[src/rtl/cfg_uart_pkg.sv]
package cfg_uart_pkg;

    // mode register field positions (decoded by the frame logic)
    localparam int FLEN_LO  = 11;
    localparam int FLEN_HI  = 14;
    localparam int STOP2_B  = 10;
    localparam int PEN_B    = 9;
    localparam int PEVEN_B  = 8;
    localparam int MODE_LO  = 4;
    localparam int MODE_HI  = 5;
    localparam int DIAG_LO  = 2;
    localparam int DIAG_HI  = 3;
    localparam int TXEN_B   = 1;
    localparam int RXEN_B   = 0;

    localparam logic [1:0] MODE_ASYNC = 2'b10;
    localparam logic [1:0] DIAG_NORM  = 2'b00;

    // width of the frame-length field and of bit counters
    localparam int BCW = 4;

    // event register
    localparam int EVW        = 7;
    localparam int EV_RXDONE  = 0;
    localparam int EV_TXDONE  = 1;
    localparam int EV_LOST    = 2;
    localparam int EV_BRK     = 5;
    localparam int EV_BRKEND  = 6;
    localparam logic [EVW-1:0] EV_IMPL = 7'b110_0111;

    // register addresses
    localparam logic [1:0] A_MODE = 2'd0;
    localparam logic [1:0] A_EVT  = 2'd1;
    localparam logic [1:0] A_MASK = 2'd2;

    typedef enum logic [2:0] {
        TX_IDLE, TX_START, TX_DATA, TX_PAR, TX_STOP
    } tx_state_e;

    typedef enum logic [2:0] {
        RX_IDLE, RX_START, RX_DATA, RX_PAR, RX_STOP, RX_WAITHI
    } rx_state_e;

endpackage

[src/rtl/uart_fmt_dec.sv]
module uart_fmt_dec
    import cfg_uart_pkg::*;
#(
    parameter int DMAX = 14
) (
    input  logic [BCW-1:0]  flen_i,
    input  logic            two_stop_i,
    input  logic            pen_i,
    input  logic [1:0]      mode_i,
    input  logic [1:0]      diag_i,
    input  logic            ten_i,
    input  logic            ren_i,
    output logic [BCW-1:0]  dbits_o,
    output logic [DMAX-1:0] dmask_o,
    output logic            tx_en_o,
    output logic            rx_en_o
);

    logic [BCW:0] dcount;
    logic         active;

    always_comb begin
        // data bits = frame length - parity bit - stop bits
        dcount = {1'b0, flen_i}
               - {{BCW{1'b0}}, pen_i}
               - (two_stop_i ? (BCW+1)'(2) : (BCW+1)'(1));
        dbits_o = dcount[BCW-1:0];
        for (int i = 0; i < DMAX; i++) begin
            dmask_o[i] = (32'(i) < 32'(dbits_o));
        end
        active  = (mode_i == MODE_ASYNC) && (diag_i == DIAG_NORM);
        tx_en_o = active && ten_i;
        rx_en_o = active && ren_i;
    end

endmodule

[src/rtl/uart_tx.sv]
module uart_tx
    import cfg_uart_pkg::*;
#(
    parameter int DMAX = 14,
    parameter int OSR  = 16
) (
    input  logic            clk,
    input  logic            rst_n,
    input  logic            tick_i,
    input  logic            en_i,
    input  logic [BCW-1:0]  dbits_i,
    input  logic [DMAX-1:0] dmask_i,
    input  logic            pen_i,
    input  logic            pm_i,
    input  logic            two_stop_i,
    input  logic            tx_valid_i,
    input  logic [DMAX-1:0] tx_data_i,
    output logic            tx_ready_o,
    output logic            tx_busy_o,
    output logic            txd_o,
    output logic            tx_done_o
);

    localparam int CW = $clog2(OSR);

    typedef struct packed {
        tx_state_e       st;
        logic [CW-1:0]   cnt;
        logic [BCW-1:0]  bitn;
        logic [DMAX-1:0] sh;
        logic            par;
        logic            done;
    } tx_reg_t;

    tx_reg_t q, d;
    logic [DMAX-1:0] load;

    always_comb begin
        load = tx_data_i & dmask_i;
        d      = q;
        d.done = 1'b0;
        if (!en_i) begin
            d.st  = TX_IDLE;
            d.cnt = '0;
        end else if (q.st == TX_IDLE) begin
            if (tx_valid_i) begin
                d.st   = TX_START;
                d.cnt  = '0;
                d.bitn = '0;
                d.sh   = load;
                d.par  = pm_i ? (^load) : ~(^load);
            end
        end else if (tick_i) begin
            if (q.cnt == CW'(OSR-1)) begin
                d.cnt = '0;
                case (q.st)
                    TX_START: begin
                        d.st   = TX_DATA;
                        d.bitn = '0;
                    end
                    TX_DATA: begin
                        d.sh = q.sh >> 1;
                        if (q.bitn == dbits_i - BCW'(1)) begin
                            d.bitn = '0;
                            d.st   = pen_i ? TX_PAR : TX_STOP;
                        end else begin
                            d.bitn = q.bitn + BCW'(1);
                        end
                    end
                    TX_PAR: begin
                        d.st   = TX_STOP;
                        d.bitn = '0;
                    end
                    TX_STOP: begin
                        if (two_stop_i && (q.bitn == '0)) begin
                            d.bitn = BCW'(1);
                        end else begin
                            d.st   = TX_IDLE;
                            d.done = 1'b1;
                        end
                    end
                    default: d.st = TX_IDLE;
                endcase
            end else begin
                d.cnt = q.cnt + CW'(1);
            end
        end
    end

    always_ff @(posedge clk or negedge rst_n) begin
        if (!rst_n) q <= '0;
        else        q <= d;
    end

    always_comb begin
        case (q.st)
            TX_START: txd_o = 1'b0;
            TX_DATA:  txd_o = q.sh[0];
            TX_PAR:   txd_o = q.par;
            default:  txd_o = 1'b1;
        endcase
    end

    assign tx_ready_o = en_i && (q.st == TX_IDLE);
    assign tx_busy_o  = (q.st != TX_IDLE);
    assign tx_done_o  = q.done;

    // the first busy cycle drives the start bit
    p_start_low_r2: assert property (@(posedge clk) disable iff (!rst_n)
        $rose(tx_busy_o) |-> !txd_o);

    // frame completion only follows a busy frame
    p_done_after_busy_r5: assert property (@(posedge clk) disable iff (!rst_n)
        tx_done_o |-> ($past(tx_busy_o) && !tx_busy_o));

endmodule

[src/rtl/uart_rx.sv]
module uart_rx
    import cfg_uart_pkg::*;
#(
    parameter int DMAX = 14,
    parameter int OSR  = 16
) (
    input  logic            clk,
    input  logic            rst_n,
    input  logic            tick_i,
    input  logic            en_i,
    input  logic [BCW-1:0]  dbits_i,
    input  logic            pen_i,
    input  logic            pm_i,
    input  logic            rxd_i,
    input  logic            rx_space_i,
    output logic            rx_valid_o,
    output logic [DMAX-1:0] rx_data_o,
    output logic            rx_perr_o,
    output logic            rx_ferr_o,
    output logic            ev_done_o,
    output logic            ev_lost_o,
    output logic            ev_brk_o,
    output logic            ev_brke_o
);

    localparam int CW  = $clog2(OSR);
    localparam int MID = OSR/2 - 1;

    typedef struct packed {
        rx_state_e       st;
        logic [CW-1:0]   cnt;
        logic [BCW-1:0]  bitn;
        logic [DMAX-1:0] sh;
        logic            pbit;
        logic            allz;
        logic            brk;
        logic            sy1;
        logic            sy2;
        logic            valid;
        logic [DMAX-1:0] data;
        logic            perr;
        logic            ferr;
        logic            ev_done;
        logic            ev_lost;
        logic            ev_brk;
        logic            ev_brke;
    } rx_reg_t;

    localparam rx_reg_t RX_RST = '{st: RX_IDLE, sy1: 1'b1, sy2: 1'b1, default: '0};

    rx_reg_t q, d;
    logic    exp_par;

    always_comb begin
        exp_par   = pm_i ? (^q.sh) : ~(^q.sh);
        d         = q;
        d.sy1     = rxd_i;
        d.sy2     = q.sy1;
        d.valid   = 1'b0;
        d.ev_done = 1'b0;
        d.ev_lost = 1'b0;
        d.ev_brk  = 1'b0;
        d.ev_brke = 1'b0;
        if (!en_i) begin
            d.st  = RX_IDLE;
            d.brk = 1'b0;
        end else begin
            case (q.st)
                RX_IDLE: begin
                    if (tick_i && !q.sy2) begin
                        d.st   = RX_START;
                        d.cnt  = '0;
                        d.bitn = '0;
                        d.sh   = '0;
                        d.allz = 1'b1;
                    end
                end
                RX_WAITHI: begin
                    if (q.sy2) begin
                        d.st      = RX_IDLE;
                        d.ev_brke = q.brk;
                        d.brk     = 1'b0;
                    end
                end
                default: begin
                    if (tick_i) begin
                        d.cnt = (q.cnt == CW'(OSR-1)) ? '0 : q.cnt + CW'(1);
                        if (q.cnt == CW'(MID)) begin
                            case (q.st)
                                RX_START: if (q.sy2) d.st = RX_IDLE;
                                RX_DATA: begin
                                    d.sh[q.bitn] = q.sy2;
                                    if (q.sy2) d.allz = 1'b0;
                                end
                                RX_PAR: begin
                                    d.pbit = q.sy2;
                                    if (q.sy2) d.allz = 1'b0;
                                end
                                RX_STOP: begin
                                    if (!q.sy2 && q.allz) begin
                                        d.brk    = 1'b1;
                                        d.ev_brk = 1'b1;
                                        d.st     = RX_WAITHI;
                                    end else begin
                                        if (rx_space_i) begin
                                            d.valid   = 1'b1;
                                            d.data    = q.sh;
                                            d.perr    = pen_i && (q.pbit != exp_par);
                                            d.ferr    = !q.sy2;
                                            d.ev_done = 1'b1;
                                        end else begin
                                            d.ev_lost = 1'b1;
                                        end
                                        d.st = q.sy2 ? RX_IDLE : RX_WAITHI;
                                    end
                                end
                                default: ;
                            endcase
                        end
                        if (q.cnt == CW'(OSR-1)) begin
                            case (q.st)
                                RX_START: begin
                                    d.st   = RX_DATA;
                                    d.bitn = '0;
                                end
                                RX_DATA: begin
                                    if (q.bitn == dbits_i - BCW'(1)) begin
                                        d.st = pen_i ? RX_PAR : RX_STOP;
                                    end else begin
                                        d.bitn = q.bitn + BCW'(1);
                                    end
                                end
                                RX_PAR:  d.st = RX_STOP;
                                default: ;
                            endcase
                        end
                    end
                end
            endcase
        end
    end

    always_ff @(posedge clk or negedge rst_n) begin
        if (!rst_n) q <= RX_RST;
        else        q <= d;
    end

    assign rx_valid_o = q.valid;
    assign rx_data_o  = q.data;
    assign rx_perr_o  = q.perr;
    assign rx_ferr_o  = q.ferr;
    assign ev_done_o  = q.ev_done;
    assign ev_lost_o  = q.ev_lost;
    assign ev_brk_o   = q.ev_brk;
    assign ev_brke_o  = q.ev_brke;

    // a delivered character is a single-cycle pulse
    p_valid_pulse_r6: assert property (@(posedge clk) disable iff (!rst_n)
        rx_valid_o |=> !rx_valid_o);

    // delivery only happens when the buffer logic had room
    p_valid_space_r8: assert property (@(posedge clk) disable iff (!rst_n)
        rx_valid_o |-> $past(rx_space_i));

    // a break never produces a character
    p_brk_no_valid_r9: assert property (@(posedge clk) disable iff (!rst_n)
        ev_brk_o |-> !rx_valid_o);

endmodule

[src/rtl/uart_evt.sv]
module uart_evt
    import cfg_uart_pkg::*;
(
    input  logic           clk,
    input  logic           rst_n,
    input  logic [EVW-1:0] set_i,
    input  logic           wr_evt_i,
    input  logic           wr_mask_i,
    input  logic [EVW-1:0] wdata_i,
    output logic [EVW-1:0] evt_o,
    output logic [EVW-1:0] mask_o,
    output logic           irq_o
);

    typedef struct packed {
        logic [EVW-1:0] evt;
        logic [EVW-1:0] mask;
    } evt_reg_t;

    evt_reg_t q, d;
    logic [EVW-1:0] clr;

    always_comb begin
        clr    = wr_evt_i ? wdata_i : '0;
        d      = q;
        d.evt  = ((q.evt & ~clr) | set_i) & EV_IMPL;
        if (wr_mask_i) d.mask = wdata_i & EV_IMPL;
    end

    always_ff @(posedge clk or negedge rst_n) begin
        if (!rst_n) q <= '0;
        else        q <= d;
    end

    assign evt_o  = q.evt;
    assign mask_o = q.mask;
    assign irq_o  = |(q.evt & q.mask);

    // writing one clears a bit that is not being set again
    p_w1c_r11: assert property (@(posedge clk) disable iff (!rst_n)
        (wr_evt_i && wdata_i[EV_RXDONE] && !set_i[EV_RXDONE]) |=> !evt_o[EV_RXDONE]);

    // a bit without a clear stays set
    p_sticky_r11: assert property (@(posedge clk) disable iff (!rst_n)
        (evt_o[EV_TXDONE] && !(wr_evt_i && wdata_i[EV_TXDONE])) |=> evt_o[EV_TXDONE]);

    // set wins over a simultaneous clear
    p_set_wins_r11: assert property (@(posedge clk) disable iff (!rst_n)
        set_i[EV_LOST] |=> evt_o[EV_LOST]);

endmodule

[src/rtl/cfg_uart_core.sv]
module cfg_uart_core
    import cfg_uart_pkg::*;
#(
    parameter int DMAX = 14,
    parameter int OSR  = 16
) (
    input  logic            clk,
    input  logic            rst_n,
    input  logic            tick_i,
    input  logic            reg_wr_i,
    input  logic [1:0]      reg_addr_i,
    input  logic [15:0]     reg_wdata_i,
    output logic [15:0]     reg_rdata_o,
    output logic            irq_o,
    input  logic            tx_valid_i,
    input  logic [DMAX-1:0] tx_data_i,
    output logic            tx_ready_o,
    output logic            tx_busy_o,
    output logic            txd_o,
    input  logic            rxd_i,
    input  logic            rx_space_i,
    output logic            rx_valid_o,
    output logic [DMAX-1:0] rx_data_o,
    output logic            rx_perr_o,
    output logic            rx_ferr_o
);

    logic [15:0] mode_q, mode_d;

    logic [BCW-1:0]  dbits;
    logic [DMAX-1:0] dmask;
    logic            tx_en, rx_en;
    logic            tx_done;
    logic            ev_done, ev_lost, ev_brk, ev_brke;
    logic [EVW-1:0]  ev_set, evt, mask;

    always_comb begin
        mode_d = mode_q;
        if (reg_wr_i && (reg_addr_i == A_MODE)) mode_d = reg_wdata_i;
    end

    always_ff @(posedge clk or negedge rst_n) begin
        if (!rst_n) mode_q <= '0;
        else        mode_q <= mode_d;
    end

    uart_fmt_dec #(.DMAX(DMAX)) u_dec (
        .flen_i     (mode_q[FLEN_HI:FLEN_LO]),
        .two_stop_i (mode_q[STOP2_B]),
        .pen_i      (mode_q[PEN_B]),
        .mode_i     (mode_q[MODE_HI:MODE_LO]),
        .diag_i     (mode_q[DIAG_HI:DIAG_LO]),
        .ten_i      (mode_q[TXEN_B]),
        .ren_i      (mode_q[RXEN_B]),
        .dbits_o    (dbits),
        .dmask_o    (dmask),
        .tx_en_o    (tx_en),
        .rx_en_o    (rx_en)
    );

    uart_tx #(.DMAX(DMAX), .OSR(OSR)) u_tx (
        .clk        (clk),
        .rst_n      (rst_n),
        .tick_i     (tick_i),
        .en_i       (tx_en),
        .dbits_i    (dbits),
        .dmask_i    (dmask),
        .pen_i      (mode_q[PEN_B]),
        .pm_i       (mode_q[PEVEN_B]),
        .two_stop_i (mode_q[STOP2_B]),
        .tx_valid_i (tx_valid_i),
        .tx_data_i  (tx_data_i),
        .tx_ready_o (tx_ready_o),
        .tx_busy_o  (tx_busy_o),
        .txd_o      (txd_o),
        .tx_done_o  (tx_done)
    );

    uart_rx #(.DMAX(DMAX), .OSR(OSR)) u_rx (
        .clk        (clk),
        .rst_n      (rst_n),
        .tick_i     (tick_i),
        .en_i       (rx_en),
        .dbits_i    (dbits),
        .pen_i      (mode_q[PEN_B]),
        .pm_i       (mode_q[PEVEN_B]),
        .rxd_i      (rxd_i),
        .rx_space_i (rx_space_i),
        .rx_valid_o (rx_valid_o),
        .rx_data_o  (rx_data_o),
        .rx_perr_o  (rx_perr_o),
        .rx_ferr_o  (rx_ferr_o),
        .ev_done_o  (ev_done),
        .ev_lost_o  (ev_lost),
        .ev_brk_o   (ev_brk),
        .ev_brke_o  (ev_brke)
    );

    always_comb begin
        ev_set             = '0;
        ev_set[EV_RXDONE]  = ev_done;
        ev_set[EV_TXDONE]  = tx_done;
        ev_set[EV_LOST]    = ev_lost;
        ev_set[EV_BRK]     = ev_brk;
        ev_set[EV_BRKEND]  = ev_brke;
    end

    uart_evt u_evt (
        .clk       (clk),
        .rst_n     (rst_n),
        .set_i     (ev_set),
        .wr_evt_i  (reg_wr_i && (reg_addr_i == A_EVT)),
        .wr_mask_i (reg_wr_i && (reg_addr_i == A_MASK)),
        .wdata_i   (reg_wdata_i[EVW-1:0]),
        .evt_o     (evt),
        .mask_o    (mask),
        .irq_o     (irq_o)
    );

    always_comb begin
        case (reg_addr_i)
            A_MODE:  reg_rdata_o = mode_q;
            A_EVT:   reg_rdata_o = {{(16-EVW){1'b0}}, evt};
            A_MASK:  reg_rdata_o = {{(16-EVW){1'b0}}, mask};
            default: reg_rdata_o = '0;
        endcase
    end

    // the transmitter offers readiness only in enabled asynchronous mode
    p_ready_enabled_r4: assert property (@(posedge clk) disable iff (!rst_n)
        tx_ready_o |-> ((mode_q[MODE_HI:MODE_LO] == MODE_ASYNC)
                        && (mode_q[DIAG_HI:DIAG_LO] == DIAG_NORM)
                        && mode_q[TXEN_B]));

endmodule

[config.mk]
export PLATFORM = sky130hd
export DESIGN_NAME = cfg_uart_core
export DESIGN_NICKNAME = d
export VERILOG_FILES = /design/src/rtl/cfg_uart_pkg.sv /design/src/rtl/uart_fmt_dec.sv /design/src/rtl/uart_tx.sv /design/src/rtl/uart_rx.sv /design/src/rtl/uart_evt.sv /design/src/rtl/cfg_uart_core.sv
export SDC_FILE = /design/constraint.sdc
export NUM_CORES = 1
export LEC_CHECK = 0
export BUFFER_PORTS_ARGS = -buffer_cell sky130_fd_sc_hd__clkbuf_2
export CORE_ASPECT_RATIO = 1.5
export CORE_MARGIN = 4
export CORE_UTILIZATION = 40
export DETAILED_ROUTE_END_ITERATION = 7
export GPL_TIMING_DRIVEN = 0
export PLACE_DENSITY = 0.66
export SLEW_MARGIN = 30
export SYNTH_ARGS = -nofsm -noshare
export SYNTH_HDL_FRONTEND = slang
export SYNTH_HIERARCHICAL = 1
export SYNTH_SLANG_ARGS = --single-unit
[constraint.sdc]
create_clock -name clk -period 3.1 [get_ports clk]
set_clock_uncertainty 0.15 [all_clocks]
set_input_delay 0.155 -clock clk [delete_from_list [all_inputs] [get_ports clk]]
set_output_delay 0.155 -clock clk [all_outputs]
set_load 0.005 [all_outputs]
**Word level (Yosys, flattened, before mapping)**

Cells that the tools add are included.

- Add/subtract/negate cells: 7
- $lt $le $gt $ge: 16
- Equality and inequality tests: 35
- Multiplexer cells: 69
- Bitwise operators: 10
- Reduce and logical (&&, ||, !) cells: 49

Operators by type and width:

| cell | count |
|---|---|
| $mux W20 | 4 |
| $mux W25 | 3 |
| $pmux W16 S3 | 1 |
| $pmux W22 S2 | 1 |
| $mux W18 | 2 |
| $mux W3 | 11 |
| $ne A3 B3 Y1 const B | 10 |
| $mux W14 | 2 |
| $mux W28 | 1 |
| $reduce_xor A14 Y1 | 2 |
| $mux W26 | 1 |
| $lt A4 B4 Y1 const A | 6 |
| $mux W4 | 6 |
| $mux W21 | 1 |
| $reduce_and A7 Y1 | 3 |
| $mux W1 | 20 |
| $mux W19 | 1 |
| $reduce_and A6 Y1 | 3 |
| $reduce_bool A2 Y1 | 9 |
| $mux W17 | 1 |
| $add A4 B1 Y4 const B | 4 |
| $lt A3 B4 Y1 const A | 4 |
| $reduce_and A5 Y1 | 3 |
| $and A14 B14 Y14 | 1 |
| other kinds (47) | 86 |

- Register bits after elaboration: 104
- Word-level logic and storage cells: 212

**Logic depth before layout (Yosys ltp)**

- Depth after elaboration: 12
- Depth in mapped cells: 14
- Gate-level depth less buffers: 12

**Cells and area by module**

Netlist, hierarchy kept.

By module, submodules not included:

| module | times used | cells each | area an instance (sq um) | sequential area each (sq um) |
|---|---|---|---|---|
| uart_rx | 1 | 330 | 2865.2 | 1253.7 |
| uart_tx | 1 | 210 | 1873.0 | 675.6 |
| cfg_uart_core | 1 | 66 | 840.8 | 400.4 |
| uart_evt | 1 | 33 | 417.9 | 250.2 |
| uart_fmt_dec | 1 | 33 | 217.7 | 0.0 |

**Worst setup path after synthesis**

OpenSTA, ideal clock, no wires.

- Path type: register -> register
- Start: reg mode_q[10]
- End: reg u_tx/q[1] in the netlist's numbering
- Setup time: 125 ps
- Arrival time: 3013 ps
- Setup slack: -187 ps
- Stages on the path, launching flop included: 13
- Clock period less this slack: 3287 ps
- Path through: dfrtp_1 > inv_1 > fa_1 > inv_1 > fa_1 > xnor2_1 > nand2_1 > o21ai_0 > nand2_1 > xnor3_1 > xnor3_1 > xnor3_1 > mux2_2

- Word-level cells in the longest chain between the ends: 7

Ends and longest elaborated chain:

| element | line | RTL |
|---|---|---|
| from (decl) | cfg_uart_core.sv:28 | `logic [15:0] mode_q, mode_d;` |
| from (signal assigned) | cfg_uart_core.sv:44 | `else mode_q <= mode_d;` |
| $mux W2 (*) | uart_fmt_dec.sv:26 | `- (two_stop_i ? (BCW+1)'(2) : (BCW+1)'(1));` |
| $sub A4 B4 Y4 (*) | uart_fmt_dec.sv:26 |  |
| named net dbits[2] | cfg_uart_core.sv:30 | `logic [BCW-1:0] dbits;` |
| $lt A3 B4 Y1 (*) | uart_fmt_dec.sv:29 | `dmask_o[i] = (32'(i) < 32'(dbits_o));` |
| named net dmask[6] | cfg_uart_core.sv:31 | `logic [DMAX-1:0] dmask;` |
| $and A14 B14 Y14 (*) | uart_tx.sv:39 | `load = tx_data_i & dmask_i;` |
| $reduce_xor A14 Y1 (*) | uart_tx.sv:51 | `d.par = pm_i ? (^load) : ~(^load);` |
| $not A1 Y1 | uart_tx.sv:51 |  |
| $mux W1 (*) | uart_tx.sv:51 |  |
| to (signal assigned) | uart_tx.sv:91 | `if (!rst_n) q <= '0;` |
| to (signal assigned) | uart_tx.sv:92 | `else q <= d;` |
| to (decl) | uart_tx.sv:35 | `tx_reg_t q, d;` |

Mark *: on every way through the listed nets, which the timed path passes. The rest lies on a longest branch.
A chain may end at the register's enable or synchronous reset.

**Worst setup path after layout**

- Start: reg mode_q[11]
- End: reg u_tx/q[1] in the netlist's numbering

- Word-level cells in the longest chain between the ends: 7

Ends and longest elaborated chain:

| element | line | RTL |
|---|---|---|
| $sub A4 B1 Y4 (*) | uart_fmt_dec.sv:25 | `- {{BCW{1'b0}}, pen_i}` |
| $sub A4 B4 Y4 (*) | uart_fmt_dec.sv:26 |  |
| named net dbits[3] | cfg_uart_core.sv:30 |  |
| $lt A3 B4 Y1 (*) | uart_fmt_dec.sv:29 |  |
| named net dmask[7] | cfg_uart_core.sv:31 |  |
| $and A14 B14 Y14 (*) | uart_tx.sv:39 |  |
| $reduce_xor A14 Y1 (*) | uart_tx.sv:51 |  |
| $not A1 Y1 | uart_tx.sv:51 |  |
| $mux W1 (*) | uart_tx.sv:51 |  |

Marked as above.

==> impl_results.md <==
* DR WL/cell at 15.6 um
* Core ar. at between 15000 and 20000 um^2
* Overall die height at ~160 um
* Global-route wire length before repair at about 25000 um
* Synthesized area per cell at 9.26 um^2
* Cell Chain, Critical Path: inv_2, fa_2, inv_2, ha_4, a211oi_4, xnor2_2, buf_6, inv_2, buf_4, nand2_1, xnor3_1, xnor3_1, xnor3_1, mux2_2
* First drt pass iteration count at 5
* Critical Path End Type: flop
* DP HPWL at 11200 um
* CTS Root Cell: clkbuf_16
* Vias per cell at 5.23
* Layout filler cell count at approximately 1400
* Number of DRC markers in iteration 0 at approximately 310
* Worst Tran Pin Value at between 500 and 600 ps
* RSZ-0062 raised after global routing: true
* Pleak at 3.60 nW
* Max transition margin at 0.611
* Crit-path max cell delay at approximately 410 ps
* MaxCap Viol Count at 0
* CTS tree: built
* Area added between synthesis and finish at 21.9%
* Hold Fails Final Rpt at 0
* Final #Nets at roughly 850
* CTS H-Tree Depth at 3
* Row cnt at 55
* Status: finished, violations left
* Diodes inserted at 0
* TritonCTS buffer count at 9
* CP max FO at 3
* WS Path Type: flop to flop
* Die X at 110 um
* Sum of buffers and inverters on the critical path at 5
* Mapped Cells at 671
* Top cell family by delay on the critical path: XOR/XNOR gates
* CP Launch Type: flop
* WP data required at ~3200 ps
* Clock Latency Late Sink at around 350 ps
* Setup-failing EPs final at 1
* GR Util All Layers at 0.178
* CP arrival at 3400 ps
* VDD IR max at 0.303 mV
* Min-delay worst type: input pin to flop
* Maximum clock frequency at 0.302 GHz
* Io pins at 76
* Crit-path slowest cell: xnor3_1
* Placed insts at 949
* Slew Viols, Final at 0
* Via Count at 5219
* Routability congestion estimate from global placement at 0.881
* Final period util at 1.07
* Post-DRT Antenna Nets at 0
* Initial Util at 0.410
* Crit path time final at 3310 ps
* Proportion of layout cells with a drive suffix above 1 at 0.259
* Clock-pin slew on the worst setup and hold paths at approximately 70 ps
* Pre-CTS setup slack at -510 ps
* Pwr Density at 577 nW/um^2
* Synth warn at 6
* Mapped cell area at 6210 um^2
* Clk sinks at 103
* Routed WL at 15600 um
* Final worst setup slack at -212 ps
* IO buf count at 75
* Clk buf depth at 2
* Failing checks: negative setup slack
* Total gr overflow at 0
* Finished Layout Cells at 997
* Largest net degree at the start of global routing at 70
* Initial antenna violation count at 0
* Fin util at 0.500
* Die area at between 15000 and 20000 um^2
* Via count of the first global-routing pass at 5071
* Number of remaining DRC errors at 0
* Total negative slack at -212 ps
-- final cells by class --
class                   count  area [um^2]  area share
inverters                  27          101      0.0134
well taps                 199          249      0.0329
multi-input cells         493         3280       0.433
flip-flops and latches    103         2580       0.341
clock inverters             6         57.6     0.00760
clock buffers              10          229      0.0302
repair buffers            108          714      0.0944
plain buffers              51          360      0.0476
-- sequential cells by signal, indices dropped and copies added, names as in the netlist --
signal / count
u_rx/q: 29
u_tx/q: 26
mode_q: 16
u_rx/rx_data_o: 14
u_evt/evt_o: 5
u_evt/mask_o: 5
u_rx/d: 1
u_rx/ev_brk_o: 1
u_rx/ev_brke_o: 1
u_rx/ev_done_o: 1
u_rx/ev_lost_o: 1
u_rx/rx_ferr_o: 1
u_rx/rx_perr_o: 1
u_tx/tx_done_o: 1
-- per-layer routing --
layer | vias to the layer above | wire (um) | global-route usage
met4 | 0 | 436 | 0.0669
met5 | - | 0 | 0
met2 | 124 | 8270 | 0.317
li1 | 2544 | - | -
met1 | 2528 | 6390 | 0.214
met3 | 23 | 473 | 0.0241
-- report_power, final --
group | total, mW | internal, mW | switching (mW)
clock network | 1.12 | 0.566 | 0.549
logic | 1.59 | 0.806 | 0.779
registers | 1.67 | 1.53 | 0.142
total | 4.37 | 2.90 | 1.47
-- tightest hold or removal path: cells and delay by family --
family                 cells  cell delay [ps]
AO/OA/AOI/OAI              1              100
buffers and inverters      1               90
AND/OR/NAND/NOR            1              140
-- path summary, 6_finish.rpt --
kind / end / cells after the start / from / slack, ps
max reg2reg: u_tx/q[1] / 14 / mode_q[11] / -210
min: u_tx/q[12] / 3 / tx_data_i[10] / 30
max in group asynchronous: u_tx/q[20] / 3 / rst_n / 2040
max: u_tx/q[1] / 14 / mode_q[11] / -210
min reg2reg: u_rx/q[21] / 0 / u_rx/d[21] / 210
min in group asynchronous: mode_q[4] / 2 / rst_n / 120
-- cells in the final DEF (no fill, tap or decap), types with 8 or more instances in the layout --
master / n
buf_4: 30
clkbuf_16: 9
clkbuf_2: 75
a21o_1: 8
a31oi_1: 8
nand4_1: 16
dlygate4sd3_1: 25
buf_2: 16
nor2b_1: 14
nor3_1: 8
and2_1: 15
inv_1: 22
o21ai_0: 35
a21oi_1: 29
and3_1: 8
nor2_1: 36
nand3_1: 21
ha_1: 10
dfrtp_1: 100
nand2_1: 119
mux2_2: 20
xnor2_1: 26
-- stage by stage --
step / hold slack, ps / area [um^2] / power (mW)
CTS: 11.5 / 7530 / 4.31
floorplan: -291 / 6230 / 2.73
detailed placement: -62.8 / 6890 / 3.06
global route: 21.3 / 7570 / 4.63
finish: 30.9 / 7570 / 4.37
global placement: 95.5 / 6860 / 3.02
-- repair_timing --
action,CTS,global route
hold buffers,25,0
endpoints found under the hold margin,138,0
setup buffers,7,0
pin swaps,4,1
gates resized for setup,11,9
setup endpoints to repair,13,13
(Power assumes the default switching activity.)
